File: config.mk
export PLATFORM = sky130hd
export DESIGN_NAME = vc_route_sel
export DESIGN_NICKNAME = d
export VERILOG_FILES = /design/src/rtl/route_sel_pkg.sv /design/src/rtl/route_dir_calc.sv /design/src/rtl/route_pick.sv /design/src/rtl/vc_route_sel.sv
export SDC_FILE = /design/constraint.sdc
export NUM_CORES = 1
export LEC_CHECK = 0
export ABC_AREA = 1
export BUFFER_PORTS_ARGS = -buffer_cell sky130_fd_sc_hd__buf_2
export CAP_MARGIN = 40
export CORE_MARGIN = 5
export CORE_UTILIZATION = 43
export CTS_CLUSTER_SIZE = 16
export DETAILED_ROUTE_END_ITERATION = 12
export PLACE_DENSITY = 0.84
export REMOVE_ABC_BUFFERS = 1
export SLEW_MARGIN = 20
export SYNTH_ARGS = -nofsm -noshare
export SYNTH_HDL_FRONTEND = slang
export SYNTH_SLANG_ARGS = --single-unit
File: constraint.sdc
create_clock -name clk -period 1.65 [get_ports clk]
set_clock_uncertainty 0.15 [all_clocks]
set_input_delay 0.2475 -clock clk [delete_from_list [all_inputs] [get_ports clk]]
set_output_delay 0.2475 -clock clk [all_outputs]
set_load 0.05 [all_outputs]
File: src/rtl/route_sel_pkg.sv
package route_sel_pkg;

  typedef enum logic [2:0] {
    PORT_LOCAL = 3'd0,
    PORT_XPOS  = 3'd1,
    PORT_XNEG  = 3'd2,
    PORT_YPOS  = 3'd3,
    PORT_YNEG  = 3'd4,
    PORT_RING  = 3'd5
  } port_e;

  typedef enum logic {
    CLS_ADAPT  = 1'b0,
    CLS_ESCAPE = 1'b1
  } vc_cls_e;

  localparam int NUM_DIRS = 4;

  // mesh direction index d maps to port code d+1
  function automatic port_e dir_to_port(input logic [1:0] d);
    return port_e'({1'b0, d} + 3'd1);
  endfunction

endpackage

File: src/rtl/route_dir_calc.sv
module route_dir_calc #(
  parameter int MESH_X = 4,
  parameter int MESH_Y = 4,
  parameter int XW     = 2,
  parameter int YW     = 2
) (
  input  logic [XW-1:0] cur_x,
  input  logic [YW-1:0] cur_y,
  input  logic [XW-1:0] dst_x,
  input  logic [YW-1:0] dst_y,
  output logic          at_dest,
  output logic [3:0]    productive,
  output logic [3:0]    in_mesh
);

  localparam logic [XW-1:0] X_MAX = XW'(MESH_X - 1);
  localparam logic [YW-1:0] Y_MAX = YW'(MESH_Y - 1);

  assign at_dest = (cur_x == dst_x) && (cur_y == dst_y);

  assign productive[0] = dst_x > cur_x;
  assign productive[1] = dst_x < cur_x;
  assign productive[2] = dst_y > cur_y;
  assign productive[3] = dst_y < cur_y;

  // edge masks: one existence test per mesh direction
  for (genvar d = 0; d < 4; d++) begin : g_edge
    if (d == 0) begin : g_xpos
      assign in_mesh[d] = cur_x != X_MAX;
    end else if (d == 1) begin : g_xneg
      assign in_mesh[d] = cur_x != '0;
    end else if (d == 2) begin : g_ypos
      assign in_mesh[d] = cur_y != Y_MAX;
    end else begin : g_yneg
      assign in_mesh[d] = cur_y != '0;
    end
  end

endmodule

File: src/rtl/route_pick.sv
module route_pick (
  input  logic [3:0] productive,
  input  logic [3:0] usable,
  output logic       min_ok,
  output logic [1:0] min_dir,
  output logic       det_ok,
  output logic [1:0] det_dir
);

  logic [3:0] min_cand;
  logic [3:0] det_cand;

  assign min_cand = productive & usable;
  assign det_cand = ~productive & usable;

  // index order gives X before Y for minimal hops, and
  // +X, -X, +Y, -Y for detours
  always_comb begin
    min_ok  = 1'b0;
    min_dir = 2'd0;
    for (int i = 3; i >= 0; i--) begin
      if (min_cand[i]) begin
        min_ok  = 1'b1;
        min_dir = 2'(i);
      end
    end
  end

  always_comb begin
    det_ok  = 1'b0;
    det_dir = 2'd0;
    for (int i = 3; i >= 0; i--) begin
      if (det_cand[i]) begin
        det_ok  = 1'b1;
        det_dir = 2'(i);
      end
    end
  end

endmodule

File: src/rtl/vc_route_sel.sv
module vc_route_sel
  import route_sel_pkg::*;
#(
  parameter int MESH_X         = 4,
  parameter int MESH_Y         = 4,
  parameter int CNT_W          = 4,
  parameter int MISROUTE_LIMIT = 3,
  localparam int XW = (MESH_X > 1) ? $clog2(MESH_X) : 1,
  localparam int YW = (MESH_Y > 1) ? $clog2(MESH_Y) : 1
) (
  input  logic             clk,
  input  logic             rst,
  input  logic             in_valid,
  input  logic [XW-1:0]    in_cur_x,
  input  logic [YW-1:0]    in_cur_y,
  input  logic [XW-1:0]    in_dst_x,
  input  logic [YW-1:0]    in_dst_y,
  input  logic             in_cls,
  input  logic [CNT_W-1:0] in_cnt,
  input  logic [3:0]       in_free,
  output logic             out_valid,
  output logic [2:0]       out_port,
  output logic             out_cls,
  output logic [CNT_W-1:0] out_cnt
);

  localparam logic [CNT_W-1:0] CNT_MAX = '1;

  logic       at_dest;
  logic [3:0] productive;
  logic [3:0] in_mesh;
  logic [3:0] usable;
  logic       min_ok, det_ok;
  logic [1:0] min_dir, det_dir;
  logic       over_limit;

  port_e            nxt_port;
  vc_cls_e          nxt_cls;
  logic [CNT_W-1:0] nxt_cnt;

  route_dir_calc #(
    .MESH_X(MESH_X), .MESH_Y(MESH_Y), .XW(XW), .YW(YW)
  ) u_dir (
    .cur_x      (in_cur_x),
    .cur_y      (in_cur_y),
    .dst_x      (in_dst_x),
    .dst_y      (in_dst_y),
    .at_dest    (at_dest),
    .productive (productive),
    .in_mesh    (in_mesh)
  );

  assign usable = in_free & in_mesh;

  route_pick u_pick (
    .productive (productive),
    .usable     (usable),
    .min_ok     (min_ok),
    .min_dir    (min_dir),
    .det_ok     (det_ok),
    .det_dir    (det_dir)
  );

  assign over_limit = int'(in_cnt) >= MISROUTE_LIMIT;

  always_comb begin
    nxt_port = PORT_RING;
    nxt_cls  = CLS_ESCAPE;
    nxt_cnt  = in_cnt;
    if (at_dest) begin
      nxt_port = PORT_LOCAL;
      nxt_cls  = vc_cls_e'(in_cls);
    end else if (in_cls == CLS_ESCAPE || over_limit) begin
      nxt_port = PORT_RING;
      nxt_cls  = CLS_ESCAPE;
    end else if (min_ok) begin
      nxt_port = dir_to_port(min_dir);
      nxt_cls  = CLS_ADAPT;
    end else if (det_ok) begin
      nxt_port = dir_to_port(det_dir);
      nxt_cls  = CLS_ADAPT;
      nxt_cnt  = (in_cnt == CNT_MAX) ? in_cnt : in_cnt + CNT_W'(1);
    end
  end

  always_ff @(posedge clk) begin
    if (rst) begin
      out_valid <= 1'b0;
      out_port  <= PORT_LOCAL;
      out_cls   <= CLS_ADAPT;
      out_cnt   <= '0;
    end else begin
      out_valid <= in_valid;
      if (in_valid) begin
        out_port <= nxt_port;
        out_cls  <= nxt_cls;
        out_cnt  <= nxt_cnt;
      end
    end
  end

endmodule

==> flow_metrics.tcl <==
set metrics [dict create \
    multi_input_area_sq_um 648 \
    drtPass1Iterations 4 \
    crit_buf_inv 3 \
    grt_pass1_vias 874 \
    r2r-end "out_cnt[3]" \
    synthAdderAreaFrac_pct 11.3 \
    postPlaceCellArea_sq_um 1060 \
    die-area_sq_um 2750 \
    die_h_um 52.4 \
    cts_inserted_buffers 3 \
    grt_first_pass_wirelength_um 3420 \
    crit_required_ns 1.68 \
    min_to "out_cnt[2]" \
    antenna_cells 0 \
    p_switching_uw 366 \
    cpMostUsedCell "nand2_1" \
    crit_fanout 5 \
    drt-initial-drc-count 20 \
    cap_violations 0 \
    viasPerCell 4.91 \
    place_ws_ns -0.351 \
    r2r_slack_ns 0.81 \
    via_count 963 \
    pwr-share-clk_pct 20.9 \
    synth_top_family_by_area "simple AND/OR/NAND/NOR gates" \
    mostFrequentLayoutCells "nand2_1, buf_2, buf_4" \
    finish.utilization_pct 74.1 \
    layout_min_cycle_time_ns 1.63 \
    min_from "rst" \
    ant_nets 0 \
    clk_pin_slew_ns 0.07 \
    synth_xor_area_share_pct 0 \
    antenna_found_initial 0 \
    insertion_delay_ns 0.27 \
    grt_max_degree 9 \
    critPathKind "input pin to register" \
    synth_largest_area_cell "dfxtp_1" \
    htreeDepth 1 \
    syn_area_sq_um 773 \
    fin_ws_ns 0.0152 \
    cts_sinks 9 \
    r2r_start "out_cnt[3]" \
    internal-power_uw 506 \
    cp_slowest_cell "ha_4" \
    avgSynthCellArea_sq_um 6.39 \
    core_sq_um 1730 \
    synth_top_area_share_pct 23.3 \
    outcome "completed" \
    end_kind "register" \
    synth-simple-area-share_pct 45.0 \
    vdd_ir_drop_max_uv 479 \
    yosys_warnings 0 \
    holdCritPathClass "input pin to register" \
    synth-seq-cells 9 \
    dp.cells 189 \
    grt_use_total_pct 16.2 \
    syn-instance-count 121 \
    tns_ns 0 \
    core.rowCount 15 \
    crit_chain "buf_6, inv_4, ha_4, nand2_4, nand2_4, nand2_2, nand2_2, nand2_1, inv_2, nor2_4, ha_4, nand3_1, nand2_1, nand3_1, nand2_1" \
    synth_cell_types 21 \
    finalHoldViolations 0 \
    cpPeakStageDelay_ns 0.25 \
    swShare_pct 42.0 \
    place_congestion 0.786 \
    grt_overflow 0 \
    drc 0 \
    hold_buffers 0 \
    cts_max_path_buffers 2 \
    reg2reg_depth 2 \
    start_util_pct 44.8 \
    layout_commonest_cell "nand2_1" \
    post-route-cell-area_sq_um 1280 \
    setup_viol 0 \
    worstPathArrival_ns 1.66 \
    drive_above_1_share_pct 54.4 \
    relSlewSlack_pct 78.2 \
    post-dp-hpwl_um 1720 \
    fin_crit_sh_pct 99.1 \
    ioPinCount 29 \
    area.sequential_sq_um 180 \
    tightest_slew_ns 0.326 \
    yosys-top-cells-area "dfxtp_1, nand2_1, ha_1" \
    worstHoldPathCells 2 \
    dieWidth_um 52.4 \
    port_buffers 28 \
    startpoint_type "input pin" \
    crit_family "simple AND/OR/NAND/NOR gates" \
    cts_tree "built" \
    area_growth_pct 65.4 \
    fin_cells 196 \
    cellPowerDensity_nw_per_um2 682 \
    synth_compound_area_share_pct 8.74 \
    ys_seq_area_share_pct 23.3 \
    nets 199 \
    clock.fmax_mhz 612 \
    combPwrFrac_pct 51.7 \
    p_leak_uw 0.000703 \
    wl_um 2490 \
    finalMaxSlewViolations 0 \
    seq_power_share_pct 27.4 \
    drt-wirelength-per-cell_um 12.7 \
    root_buffer "clkbuf_4" \
    nFillCells 117 \
    synth.mux.area_fraction_pct 0 \
]
==> area by class of cell <==
type / instances / area share [%]
multi-input combinational: 88 / 50.7
inverter: 24 / 7.44
sequential: 9 / 14.1
tap: 25 / 2.45
timing repair buffer: 46 / 23.3
clock buffer: 4 / 2.05
==> synth_stat cells <==
cell type / instances
a211oi_1: 1
dfxtp_1: 9
o21ai_1: 1
nand3_4: 1
o21ai_0: 1
inv_1: 22
nand2_1: 39
nor3_1: 1
a21oi_1: 4
nand2_2: 5
nor2_1: 10
nand4_1: 2
nand3_2: 1
o21a_1: 1
ha_1: 7
nor2_8: 1
inv_2: 2
nand2_4: 2
nand3_1: 9
a21boi_1: 1
o21a_4: 1
==> kinds of logic after synthesis <==
family	Yosys count
adder cells (fa/ha/maj)	7
AND/OR/NAND/NOR	71
flip-flops	9
buffers and inverters	24
AO/OA/AOI/OAI	10
==> stage by stage <==
| step | hold WS [ns] | total power [uW] |
|---|---|---|
| floorplan | 0.167 | 461 |
| global placement | 0.284 | 564 |
| detailed placement | 0.286 | 582 |
| CTS | 0.0603 | 791 |
| global route | 0.0855 | 925 |
| finish | 0.0710 | 872 |
==> worst max-delay path by stage <==
stage                      startpoint           to  slack (ns)  cells past startpoint
after floorplan           in_cur_y[1]  out_port[1]       -0.11                     15
after global placement    in_cur_y[1]  out_port[1]       -0.25                     16
after detailed placement  in_cur_y[1]  out_port[1]       -0.35                     16
after CTS                 in_dst_y[0]  out_port[1]       0.002                     17
after global routing      in_cur_y[1]  out_port[2]        -0.1                     16
final                     in_cur_y[1]  out_port[1]        0.02                     15
==> flip-flops by register name, indices dropped and copies added (netlist names) <==
register   cells
out_cnt        4
out_valid      1
out_cls        1
out_port       3
==> layer usage <==
| layer | global-route usage [%] | up-vias | part of all wire (%) | wire (um) |
|---|---|---|---|---|
| li1 | - | 478 | - | - |
| met1 | 17.8 | 454 | 41 | 1030 |
| met2 | 31.2 | 21 | 53 | 1310 |
| met3 | 1.99 | 10 | 2.5 | 63 |
| met4 | 5.11 | 0 | 3.4 | 85 |
| met5 | 0 | - | 0 | 0 |
==> repair_timing <==
action,4_1_cts,5_1_grt
cloned,0,0
pin swaps,11,21
endpoints found under the setup margin,2,5
gates resized for setup,10,33
setup buffers,2,1
==> power by group through the flow <==
stage / logic, uW / registers (uW) / clock network (uW)
6_report: 451 / 239 / 182
4_1_cts: 371 / 239 / 182
3_3_place_gp: 322 / 243 / 0
3_5_place_dp: 339 / 244 / 0
2_1_floorplan: 165 / 296 / 0
5_1_grt: 487 / 241 / 197
No activity file was read; power rests on OpenSTA's default activity.
